<file path="config.mk">
export PLATFORM = sky130hd
export DESIGN_NAME = quad_dac_regbank
export DESIGN_NICKNAME = d
export VERILOG_FILES = /design/src/rtl/quad_dac_regbank.sv
export SDC_FILE = /design/constraint.sdc
export NUM_CORES = 1
export LEC_CHECK = 0
export BUFFER_PORTS_ARGS = -buffer_cell sky130_fd_sc_hd__buf_2
export CORE_MARGIN = 4
export CORE_UTILIZATION = 52
export CTS_CLUSTER_DIAMETER = 120
export DETAILED_ROUTE_END_ITERATION = 10
export GPL_TIMING_DRIVEN = 0
export PLACE_DENSITY_LB_ADDON = 0.3
export SYNTH_ARGS = -nofsm -noshare
export SYNTH_HDL_FRONTEND = slang
export SYNTH_SLANG_ARGS = --single-unit
</file>
<file path="constraint.sdc">
create_clock -name clk -period 1.8 [get_ports clk]
set_clock_uncertainty 0.05 [all_clocks]
set_input_delay 0.36 -clock clk [delete_from_list [all_inputs] [get_ports clk]]
set_output_delay 0.36 -clock clk [all_outputs]
set_load 0.01 [all_outputs]
</file>
<file path="src/rtl/quad_dac_regbank.sv">
module quad_dac_regbank #(
  parameter int CH = 4,
  parameter int DW = 16
) (
  input  logic             clk,
  input  logic             rst_n,
  input  logic             exec,
  input  logic [23:0]      word,
  output logic [CH*DW-1:0] dac_q,
  output logic [CH-1:0]    auto_mask,
  output logic             pd_pulse,
  output logic [5:0]       pd_bits
);
  localparam logic [2:0] OP_WR  = 3'b000;
  localparam logic [2:0] OP_UPD = 3'b001;
  localparam logic [2:0] OP_WRA = 3'b010;
  localparam logic [2:0] OP_WRU = 3'b011;
  localparam logic [2:0] OP_PWR = 3'b100;
  localparam logic [2:0] OP_CLR = 3'b101;
  localparam logic [2:0] OP_MSK = 3'b110;
  localparam logic [2:0] SEL_ALL = 3'b111;

  wire [2:0]    op   = word[21:19];
  wire [2:0]    sel  = word[18:16];
  wire [DW-1:0] data = word[DW-1:0];
  wire          sel_ok = (sel == SEL_ALL) || (int'(sel) < CH);

  genvar g;
  generate
    for (g = 0; g < CH; g++) begin : g_ch
      logic [DW-1:0] stage_r, out_r;
      wire hit = sel_ok && ((sel == SEL_ALL) || (int'(sel) == g));

      always_ff @(posedge clk) begin
        if (!rst_n) begin
          stage_r <= '0;
          out_r   <= '0;
        end else if (exec) begin
          unique case (op)
            OP_WR: if (hit) begin
              stage_r <= data;
              if (auto_mask[g]) out_r <= data;
            end
            OP_UPD: if (hit) out_r <= stage_r;
            OP_WRA: if (sel_ok) begin
              if (hit) stage_r <= data;
              out_r <= hit ? data : stage_r;
            end
            OP_WRU: if (hit) begin
              stage_r <= data;
              out_r   <= data;
            end
            OP_CLR: begin
              stage_r <= '0;
              out_r   <= '0;
            end
            default: ;
          endcase
        end
      end

      assign dac_q[g*DW +: DW] = out_r;
    end
  endgenerate

  always_ff @(posedge clk) begin
    if (!rst_n) begin
      auto_mask <= '0;
      pd_pulse  <= 1'b0;
      pd_bits   <= '0;
    end else begin
      pd_pulse <= 1'b0;
      pd_bits  <= '0;
      if (exec) begin
        if (op == OP_MSK) auto_mask <= data[CH-1:0];
        if (op == OP_PWR) begin
          pd_pulse <= 1'b1;
          pd_bits  <= word[5:0];
        end
        if (op == OP_CLR && word[0]) begin
          auto_mask <= '0;
          pd_pulse  <= 1'b1;
          pd_bits   <= 6'b001111;
        end
      end
    end
  end
endmodule


</file>
Word level (Yosys, flattened, before mapping)
Cells that the tools add are included.
Widths: inputs -> output; s select.
- $lt $le $gt $ge: 1
- equality and inequality tests: 27
- mux-type cells: 38
- bitwise operators: 3
- reductions and logical operators: 24
- operators with widths (kind ; count):
    $mux 16 ; 24
    $pmux 16 s5 ; 4
    $pmux 16 s3 ; 4
    $ne 2x2->1 const B ; 17
    $reduce_and 7->1 ; 4
    $eq 3x3->1 const B ; 6
    $mux 4 ; 4
    $eq 3x2->1 const B ; 3
    $logic_not 3->1 ; 2
    $logic_and 1x1->1 ; 5
    $logic_or 1x1->1 ; 5
    $reduce_bool 5->1 ; 1
    $reduce_and 2->1 ; 2
    $reduce_or 4->1 ; 1
    $eq 3x1->1 const B ; 1
    $lt 3x3->1 const B ; 1
    $not 1->1 ; 3
    $reduce_and 3->1 ; 1
    $reduce_bool 3->1 ; 1
    $mux 1 ; 2
    $reduce_bool 2->1 ; 1
    $reduce_or 2->1 ; 1
- bits in registers: 139
- bits of input ports: 27

Logic depth before layout (Yosys ltp)
Gate-level depths: netlist of run 1.
- depth after elaboration: 6
- gate-level depth with buffers: 8
- mapped depth without buffers: 4

Worst setup path after synthesis of run 1
Ideal clock, no wire load.
- path kind: input-to-reg
- start: in word[18]
- end: reg g_ch[0].out_r[10]
- library setup time: 142 ps
- arrival: 1701 ps
- required time: 1608 ps
- slack: -93 ps
- stages: 7
- buffers on the path: 3
- cells stage by stage: buf_2 > and4bb_2 > a221oi_4 > and2_1 > buf_2 > buf_6 > a211oi_2
- word-level cells in the longest chain between the ends: 6
- RTL lines (what ; line ; RTL):
    start, declared ; 8 ; input logic [23:0] word,
    $lt 3x3->1, or another cell as far along ; 26 ; wire sel_ok = (sel == SEL_ALL) || (int'(sel) < CH);
    $logic_or 1x1->1 (on tied branches) ; 26, 32 ;
    $logic_and 1x1->1 ; 32 ; wire hit = sel_ok && ((sel == SEL_ALL) || (int'(sel) == g));
    $mux 16 ; -- ;
    $mux 16 ; 45 ; OP_WRA: if (sel_ok) begin
    $pmux 16 s5 ; 39 ; unique case (op)
    end signal, assigned ; 42 ; if (auto_mask[g]) out_r <= data;
    end signal, assigned ; 44 ; OP_UPD: if (hit) out_r <= stage_r;
    end signal, assigned ; 47 ; out_r <= hit ? data : stage_r;
    end, declared ; 31 ; logic [DW-1:0] stage_r, out_r;
Parallel ways exist; a longest one is shown, timed or not. The select of a mux whose other input is x is not followed.
A chain may end at the register's enable or synchronous reset.

Final worst setup path of run 1
- start: reg auto_mask[1]
- end: reg g_ch[1].out_r[6]
- word-level cells in the longest chain between the ends: 2
- RTL lines (what ; line ; RTL):
    start, declared ; 10 ; output logic [CH-1:0] auto_mask,
    start signal, assigned ; 75 ; if (op == OP_MSK) auto_mask <= data[CH-1:0];
    $ne 2x2->1 (no source line) ; -- ;
    $reduce_and 7->1 (no source line) ; -- ;
    end signal, assigned ; 42 ;
    end signal, assigned ; 44 ;
    end signal, assigned ; 47 ;
    end, declared ; 31 ;
Every way passes these cells.

==> flow_summary.json, run 1 <==
{
  "status": "completed",
  "drc": 0,
  "yosys_warnings": 0,
  "grt_antenna_before_repair": 0,
  "p_clk_frac": 0.420,
  "peakVddDrop_mv": 0.596,
  "path_clk_slew_ns": 0.05,
  "syn-instance-count": 753,
  "yosys.area.top_type_share": 0.411,
  "yosysTopAreaCell": "dfxtp_1",
  "n_antenna_cell": 0,
  "synth-async-reset-ratio": 0,
  "placedInstanceArea_mm2": 0.00742,
  "htree_levels": 4,
  "ys_seq_area_frac": 0.411,
  "finalPower_w": 0.00792,
  "switching_share": 0.274,
  "avgRoutedWirePerCell_um": 20.5,
  "cts_root_buf": "clkbuf_16",
  "yosys.area_share.xor_xnor": 0.00758,
  "fin_area_mm2": 0.00825,
  "slowest_delay_ns": 0.55,
  "setup_violations": 0,
  "finalHoldViolCount": 0,
  "seq_area_mm2": 0.00279,
  "cap_violations": 0,
  "antenna_left": 0,
  "end_kind": "flip-flop",
  "die-area_mm2": 0.0149,
  "synth_compound_area_frac": 0.347,
  "multi_input_area_mm2": 0.00340,
  "start_util": 0.534,
  "internal-power_w": 0.00576,
  "insertion_delay_ns": 0.43,
  "synth_mux_area_frac": 0,
  "grt_usage": 0.284,
  "vias": 6716,
  "port_buffers": 83,
  "layout-drive-gt1-share": 0.282,
  "r2r_slack_ns": 0.05,
  "die_h_um": 122,
  "ios": 102,
  "dp.cells": 1008,
  "synth_top_flop_cell": "dfxtp_1",
  "fin_crit_ns": 1.75,
  "p_leak_nw": 2.89,
  "switching_power_w": 0.00217,
  "syn_nets": 780,
  "hold_path_class": "in2reg",
  "routabilityCongestion": 0.901,
  "crit_path_max_fanout": 10,
  "cts_tree": "yes",
  "nNetsFinal": 884,
  "power_density_mw_per_mm2": 960,
  "worstPathRequired_ns": 2.03,
  "cts_buffers": 17,
  "grt_start_max_net_pins": 18,
  "syn-cell-area_mm2": 0.00676,
  "coreArea_mm2": 0.0127,
  "cp_slowest_cell": "or4_4",
  "firstDrtPassIters": 5,
  "grt_pass1_wl_um": 32900,
  "post-place-ws_ns": -0.566,
  "fp-row-count": 41,
  "synth_top_family_by_area": "compound AO/OA/AOI/OAI gates",
  "grt_pass1_vias": 6390,
  "synth_fa_ha_area_frac": 0,
  "critical_path_arrival_ns": 1.98,
  "overflow": 0,
  "nFillCells": 1073,
  "yosys.area_share.simple": 0.121,
  "combPwrFrac": 0.162,
  "synth_seq_cells": 139,
  "pwr-share-seq": 0.418,
  "die-width_um": 122,
  "timing.hold.ws_ns": 0.154,
  "worstMarginPinSlew_ns": 0.737,
  "synth_edf_count": 0,
  "drt-initial-drc-count": 647,
  "synth.area.top_cells": "dfxtp_1 (41%), a32oi_1 (6.2%), o221ai_1 (6.2%), a211oi_1 (5.7%), nand2_1 (4.9%)",
  "setup_slack_ns": 0.0488,
  "synth.avg_cell_area_um2": 8.98,
  "startpoint_type": "flip-flop",
  "area_growth_pct": 22.0,
  "worstPathCellList": "or4_4 -> buf_6 -> buf_2 -> a41oi_1 -> a211oi_2",
  "finalNonFillerCells": 1042,
  "clkSinkCount": 139,
  "path_class": "reg2reg",
  "wl_um": 21400,
  "fmax_ghz": 0.571,
  "viasPerCell": 6.45,
  "relSlewSlack": 0.509,
  "clockBufferDepth": 2,
  "post-route-period-util": 0.973,
  "yosysUniqueCellTypes": 56,
  "drv_slew": 0,
  "hpwl_um": 14900
}
-- layout make-up --
cell class	instances	area share
Clock buffer	25	0.0613
Multi-Input combinational cell	449	0.412
Tap cell	172	0.0261
Inverter	70	0.0318
Buffer	92	0.0673
Clock inverter	7	0.00758
Sequential cell	139	0.338
Timing Repair Buffer	88	0.0564
-- metrics by stage --
stage | setup TNS, ns | utilization
3_3_place_gp | -47.80 | 0.586
6_report | 0 | 0.651
2_1_floorplan | 0 | -
5_1_grt | -0.0837 | 0.651
3_5_place_dp | -53.16 | 0.586
4_1_cts | 0 | 0.639
-- registers in the layout (all words and copies together) (netlist names) --
register      cells
auto_mask         4
g_ch.out_r       64
g_ch.stage_r     64
pd_bits           6
pd_pulse          1
-- routing by layer --
layer	global-route usage	routed length [µm]	share of wire
met5	0	0	0
met4	0.153	743	0.035
met3	0.0664	1880	0.088
met2	0.460	10300	0.48
met1	0.352	8480	0.40
-- worst max-delay path, delay by kind of cell, from the launching register on --
| kind | cells | cell delay, ns |
|---|---|---|
| buffers and inverters | 2 | 0.34 |
| and+or+nand+nor | 1 | 0.55 |
| AOI/OAI and AO/OA | 2 | 0.32 |
| DFF | 1 | 0.34 |
-- cell usage in the layout, fill, tap and decap left out, types with 3 or more instances in the layout --
master     netlist  layout
a32oi_1         48      46
dfxtp_1        139     137
o31ai_1         16      16
a31oi_1         16      16
a22oi_1         16      16
a211oi_2        14      23
nand3_1         39      39
clkinv_2         0       5
a41oi_2          0       6
buf_8            0       3
clkbuf_8         0       5
a41oi_1         32      26
o21ai_2          0       3
and2_1           5       5
a211oi_1        51      42
buf_2           34     110
clkbuf_2         0      11
o221ai_1        48      48
a21oi_2          2       3
o21a_1           3       3
a21oi_1         23      21
inv_1           69      69
clkbuf_1        41      31
nand2_1         88      87
nand2b_1         4       4
clkbuf_16        0      17
nor2_1           5       5
buf_4            8      14
buf_6            9      10
-- cells by family after synthesis --
family / count (synthesis)
compound gates: 281
buf+inv: 165
simple gates: 163
flops: 139
xor+xnor: 5
-- cells in the mapped netlist (2+ instances only) --
| master | number |
|---|---|
| dfxtp_1 | 139 |
| nand2_1 | 88 |
| inv_1 | 69 |
| a211oi_1 | 51 |
| a32oi_1 | 48 |
| o221ai_1 | 48 |
| clkbuf_1 | 41 |
| nand3_1 | 39 |
| buf_2 | 34 |
| a41oi_1 | 32 |
| a21oi_1 | 23 |
| a22oi_1 | 16 |
| a31oi_1 | 16 |
| o31ai_1 | 16 |
| a211oi_2 | 14 |
| buf_6 | 9 |
| buf_4 | 8 |
| and2_1 | 5 |
| nor2_1 | 5 |
| nand2b_1 | 4 |
| buf_1 | 3 |
| o21a_1 | 3 |
| o21ai_1 | 3 |
| a21oi_2 | 2 |
| a311oi_4 | 2 |
| o211ai_2 | 2 |
| or4_1 | 2 |
| xnor2_1 | 2 |
| xor2_1 | 2 |
-- power groups by stage --
| stage | logic (W) | clock network, W | registers (W) |
|---|---|---|---|
| final | 0.00129 | 0.00333 | 0.00331 |
| after global routing | 0.00138 | 0.00349 | 0.00332 |
| after CTS | 0.00123 | 0.00334 | 0.00330 |
| after detailed placement | 0.00119 | 0 | 0.00337 |
| after global placement | 0.00116 | 0 | 0.00336 |
| after floorplan | 0.000762 | 0 | 0.00341 |
-- worst paths after layout --
path	to	cells after the start	startpoint
max	g_ch[1].out_r[6]$_SDFFE_PN0P_	5	auto_mask[1]$_SDFFE_PN0P_
min	pd_bits[0]$_SDFF_PN0_	3	word[0]
max reg2reg	g_ch[1].out_r[6]$_SDFFE_PN0P_	5	auto_mask[1]$_SDFFE_PN0P_
min reg2reg	g_ch[3].stage_r[15]$_SDFFE_PN0P_	2	g_ch[3].stage_r[15]$_SDFFE_PN0P_
-- what timing repair did --
item / in CTS / in global routing
pin swaps: 0 / 6
buffers inserted: 0 / 5
hold buffers: 0 / 0
endpoints found under the setup margin: 74 / 78
gates cloned: 0 / 0
resized for setup: 33 / 34
Power figures use the tool's default switching activity.
==> run 2, diff against run 1 <==
- ABC_AREA: unset -> 1
- CORE_UTILIZATION: 52 -> 53
==> run 2 against run 1 <==
  * Global-route usage rose by 3.3 points
  * Non-clock buffer count fell by 6
  * Final cell count rose by 60%
  * Setup slack got worse by 0.0040 ns
  * Wire length rose by 24%
  * Design area rose by 12%
  * Sequential share of layout area fell by 3.7 points
  * Via count rose by 33%
  * Utilization fell by 1.5 points
  * Sequential power barely moved
  * Register-to-register slack improved by 0.40 ns
  * Largest cell class unchanged
  * Critical path type is now in2reg
  * Sequential cell count did not move
==> flow_summary.json, run 2 <==
{
  "finalNonFillerCells": 1669,
  "slowest_delay_ns": 0.63,
  "setup_slack_ns": 0.0448,
  "avgRoutedWirePerCell_um": 16.0,
  "routabilityCongestion": 1.05,
  "fin_crit_ns": 1.76,
  "synth_top_flop_cell": "dfxtp_1",
  "end_kind": "flip-flop",
  "worstPathCellList": "buf_2 -> inv_2 -> nand2_1 -> o21ai_1 -> buf_4 -> nor2_1 -> nor2_1 -> nand2_1 -> nor2_1 -> nor2_1",
  "grt_usage": 0.317,
  "p_leak_nw": 4.66,
  "n_antenna_cell": 0,
  "die-area_mm2": 0.0169,
  "setup_violations": 0,
  "fp-row-count": 44,
  "cap_violations": 0,
  "die-width_um": 130,
  "peakVddDrop_mv": 0.643,
  "nNetsFinal": 1499,
  "syn-instance-count": 1356,
  "clkSinkCount": 139,
  "worstPathRequired_ns": 2.12,
  "die_h_um": 130,
  "synth_edf_count": 0,
  "wl_um": 26600,
  "hpwl_um": 19000,
  "fin_area_mm2": 0.00925,
  "drc": 0,
  "worstMarginPinSlew_ns": 0.814,
  "layout_commonest_cell": "nand2_1",
  "cp_slowest_cell": "nor2_1",
  "yosysTopAreaCell": "dfxtp_1",
  "final_cell_mix": "nand2_1 (450), nor2_1 (251), inv_1 (158)",
  "layout-drive-gt1-share": 0.131,
  "yosysUniqueCellTypes": 23,
  "start_util": 0.543,
  "dp.cells": 1638,
  "port_buffers": 98,
  "yosys.area.top_type_share": 0.353,
  "relSlewSlack": 0.456,
  "rsz0062_at_grt": "no",
  "syn-cell-area_mm2": 0.00789,
  "insertion_delay_ns": 0.43,
  "ios": 102,
  "grt_pass1_wl_um": 40900,
  "status": "completed",
  "cts_hold_buf": 0,
  "overflow": 0,
  "cts_resized": 0,
  "vias": 8934,
  "syn_nets": 1383,
  "fmax_ghz": 0.570,
  "grt_start_max_net_pins": 17,
  "synth.area.top_cells": "dfxtp_1 (35%), nand2_1 (21%), nor2_1 (12%), nand3_1 (9.5%), inv_1 (7.5%)",
  "drt-initial-drc-count": 1025,
  "firstDrtPassIters": 7,
  "grt_pass1_vias": 7990,
  "synth_seq_cells": 139,
  "synth.avg_cell_area_um2": 5.82,
  "critical_path_arrival_ns": 2.08,
  "nFillCells": 1423,
  "post-place-ws_ns": -0.265,
  "coreArea_mm2": 0.0145,
  "cts_tree": "yes",
  "synth-async-reset-ratio": 0,
  "finalHoldViolCount": 0,
  "synthTopCellsByCount": "nand2_1 (450), nor2_1 (253), inv_1 (158)",
  "crit_top_cell": "nor2_1",
  "viasPerCell": 5.35,
  "area_growth_pct": 17.3,
  "path_class": "in2reg",
  "htree_levels": 4,
  "synthMostInstantiatedCell": "nand2_1",
  "ys_seq_area_frac": 0.353,
  "crit_path_max_fanout": 10,
  "drv_slew": 0,
  "post-route-period-util": 0.975,
  "path_clk_slew_ns": 0.06,
  "top_regs": "g_ch.out_r: 64 flops, g_ch.stage_r: 64 flops, pd_bits: 6 flops",
  "hold_path_class": "in2reg",
  "utilization": 0.636,
  "power_density_mw_per_mm2": 940,
  "antenna_left": 0,
  "cts_buffers": 17,
  "cts_root_buf": "clkbuf_16",
  "grt_antenna_before_repair": 0,
  "clockBufferDepth": 2,
  "startpoint_type": "input pin",
  "cts_setup_buffers": 0,
  "yosys_warnings": 0,
  "placedInstanceArea_mm2": 0.00861
}
==> run 2: cell types whose count changed in the layout (fill, tap and decap cells not counted), moves of 19 or more <==
cell and delta:
a21oi_1 +51, a32oi_1 -46, nand2_1 +363, o21ai_0 +19
nand3_1 +111, a41oi_1 -26, a211oi_1 -42, nor2_1 +246
inv_1 +89, o221ai_1 -48, a211oi_2 -23
==> run 2: cell families after synthesis <==
family,after synthesis,synth area share
simple gates,886,0.458
flops,139,0.353
compound gates,92,0.0584
buf+inv,239,0.131
==> run 2: layout make-up <==
| class | count | area (µm²) | share of cell area |
|---|---|---|---|
| Buffer | 76 | 418 | 0.0452 |
| Clock buffer | 20 | 447 | 0.0483 |
| Clock inverter | 12 | 194 | 0.0210 |
| Inverter | 162 | 608 | 0.0657 |
| Multi-Input combinational cell | 978 | 4080 | 0.441 |
| Sequential cell | 139 | 2780 | 0.301 |
| Tap cell | 184 | 230 | 0.0249 |
| Timing Repair Buffer | 98 | 490 | 0.0530 |
==> run 2: final timing paths <==
kind,from,to,slack [ns],cells after the start
worst max-delay path,word[19],g_ch[1].out_r[7]$_SDFFE_PN0P_,0.04,10
worst min-delay path,word[20],pd_bits[0]$_SDFF_PN0_,0.11,2
worst max register to register,auto_mask[3]$_SDFFE_PN0P_,g_ch[3].out_r[10]$_SDFFE_PN0P_,0.45,7
worst min register to register,g_ch[0].stage_r[2]$_SDFFE_PN0P_,g_ch[0].stage_r[2]$_SDFFE_PN0P_,0.41,2
==> run 2: layer usage <==
metal  GRT usage  vias to the layer above  routed length, µm
met5           0                        -                  0
met1       0.372                     3992              10100
met3       0.106                      121               2880
met4       0.197                        0               1700
li1            -                     4360                  -
met2       0.501                      461              11900
==> run 2: metrics by stage <==
step | power [W] | hold WS (ns) | setup TNS [ns]
finish | 0.00870 | 0.112 | 0
global route | 0.00902 | 0.112 | 0
CTS | 0.00868 | 0.0993 | 0
detailed placement | 0.00482 | 0.408 | -21.10
global placement | 0.00480 | 0.403 | -19.99
floorplan | 0.00432 | 0.387 | 0
==> run 2: worst max-delay path: cells and delay by family <==
| kind | cells | cell delay (ns) |
|---|---|---|
| AO/OA/AOI/OAI | 1 | 0.17 |
| AND/OR/NAND/NOR | 6 | 1.13 |
| buffers and inverters | 3 | 0.42 |
==> run 2: power breakdown <==
group,total [W],switching (W),internal (W)
sequential,0.00332,0.0000806,0.00324
clock,0.00389,0.00140,0.00249
combinational,0.00149,0.00102,0.000463
total,0.00870,0.00251,0.00619
==> run 3, diff against run 2 <==
- CORE_UTILIZATION: 53 -> 25
- REMOVE_ABC_BUFFERS: unset -> 1
==> run 3 against run 2 <==
  * Utilization shrank 32 points
  * The flow now finishes with violations (setup timing)
  * Clock power shrank 2%
  * Global-route usage shrank 15 points
  * Wire length grew 10%
  * Critical endpoint is now g_ch[0].out_r[0]$_SDFFE_PN0P_
  * Fmax shrank 2.5%
  * Highest routed layer is now met5
  * Setup slack lost 0.045 ns
  * Clock-buffer cell count grew 3
  * Sequential cell count is the same
  * Sequential share of layout area shrank 1.3 points
  * Non-clock buffer count shrank 55
  * First-iteration DRC count shrank 22%
  * Via count shrank 5.7%
==> flow_summary.json, run 3 (synthesis gave the netlist of run 2 again) <==
{
  "status": "finished with violations",
  "violations": "setup timing",
  "coreArea_mm2": 0.0308,
  "critical_path_arrival_ns": 2.06,
  "grt_start_max_net_pins": 68,
  "start_util": 0.256,
  "die-area_mm2": 0.0345,
  "nNetsFinal": 1451,
  "relSlewSlack": 0.393,
  "end_kind": "flip-flop",
  "cap_violations": 0,
  "viasPerCell": 4.60,
  "htree_levels": 4,
  "post-route-period-util": 1.00,
  "clkSinkCount": 139,
  "grt_pass1_vias": 7997,
  "avgRoutedWirePerCell_um": 16.0,
  "post-place-ws_ns": -1.76,
  "cp-startpoint": "word[17]",
  "fp-row-count": 64,
  "startpoint_type": "input pin",
  "fin_tns_setup_ns": -0.000582,
  "layout_commonest_cell": "nand2_1",
  "ios": 102,
  "path_clk_slew_ns": 0.06,
  "vias": 8424,
  "area_growth_pct": 22.6,
  "top_regs": "g_ch.out_r: 64 flops, g_ch.stage_r: 64 flops, pd_bits: 6 flops",
  "drv_slew": 0,
  "worstMarginPinSlew_ns": 0.910,
  "finalPower_w": 0.00869,
  "insertion_delay_ns": 0.43,
  "firstDrtPassIters": 5,
  "n_antenna_cell": 0,
  "worstPathRequired_ns": 2.06,
  "grt_usage": 0.167,
  "overflow": 0,
  "finalNonFillerCells": 1833,
  "layout-drive-gt1-share": 0.132,
  "crit-reg2reg-launch": "auto_mask[1]$_SDFFE_PN0P_",
  "setup_violations": 1,
  "clockBufferDepth": 2,
  "antenna_left": 0,
  "grt_antenna_before_repair": 2,
  "routabilityCongestion": 0.768,
  "cts_tree": "yes",
  "path_class": "in2reg",
  "hold_path_class": "in2reg",
  "cts_buffers": 17,
  "final_cell_mix": "nand2_1 (447), nor2_1 (248), inv_1 (156)",
  "wl_um": 29400,
  "fin_crit_ns": 1.80,
  "grt_pass1_wl_um": 44900,
  "dp.cells": 1780,
  "fmax_ghz": 0.555,
  "peakVddDrop_mv": 0.687,
  "cts_root_buf": "clkbuf_16",
  "drc": 0,
  "drt-initial-drc-count": 804,
  "die-width_um": 186,
  "crit_path_max_fanout": 32,
  "holdCritStartpoint": "word[20]",
  "p_leak_nw": 4.65,
  "finalHoldViolCount": 0,
  "die_h_um": 186,
  "power_density_mw_per_mm2": 898,
  "port_buffers": 99,
  "hpwl_um": 15900,
  "setup_slack_ns": -0.000582
}
run 3: cell count changes in the layout (fill, tap and decap cells not counted), sizes merged, moves of 2 or more:
cell    delta
buf       -30
bufinv     -2
clkbuf    -23
nand2      +2
nand3      +2
nor2       +2
run 3: report_power, final:
group	leakage, nW	internal (W)	switching (W)
logic	3.20	0.000481	0.00107
registers	1.13	0.00324	0.0000807
clock network	0.310	0.00237	0.00145
run 3: metrics by stage:
stage / util / area, µm² / hold WS, ns
after global routing: 0.314 / 9670 / 0.163
after CTS: 0.310 / 9560 / 0.126
after floorplan: - / 7460 / 0.387
final: 0.314 / 9670 / 0.154
after global placement: 0.274 / 8460 / 0.402
after detailed placement: 0.280 / 8620 / 0.405
run 3: worst max-delay path: stages:
cell and delay (ns):
clkbuf_4 0.22, nor2_1 0.22, nand2_4 0.24, nand2_8 0.19, nor2_1 0.06, nor2_2 0.19, nand2_8 0.21, nor2_1 0.27
nor2_1 0.07
run 3: final timing paths:
kind	slack, ns	end	depth (start not counted)
worst max-delay path	-0.0006	g_ch[0].out_r[0]$_SDFFE_PN0P_	9
worst min-delay path	0.15	pd_bits[0]$_SDFF_PN0_	2
worst max register to register	0.36	g_ch[1].out_r[15]$_SDFFE_PN0P_	5
worst min register to register	0.42	g_ch[0].stage_r[7]$_SDFFE_PN0P_	2
run 3: what timing repair did:
action | in CTS | in global routing
buffers inserted | 9 | 3
gates cloned | 6 | 3
hold buffers | 0 | 0
pin swaps | 8 | 3
setup endpoints to repair | 131 | 118
gates resized for setup | 33 | 10
run 3: final cells by class:
cell class	instances	area, µm²
inverters	162	638
repair buffers	119	783
well taps	396	495
clock buffers	23	498
repair inverters	1	11.3
flip-flops and latches	139	2780
fillers	3403	21200
clock inverters	9	134
multi-input cells	984	4330
run 3: layer usage:
layer  global-route usage  vias up  wire, µm
met5                    0        -        23
met4               0.0682        4       893
met3               0.0393       67      1980
met2                0.279      258     13800
met1                0.209     3824     12700
li1                     -     4271         -
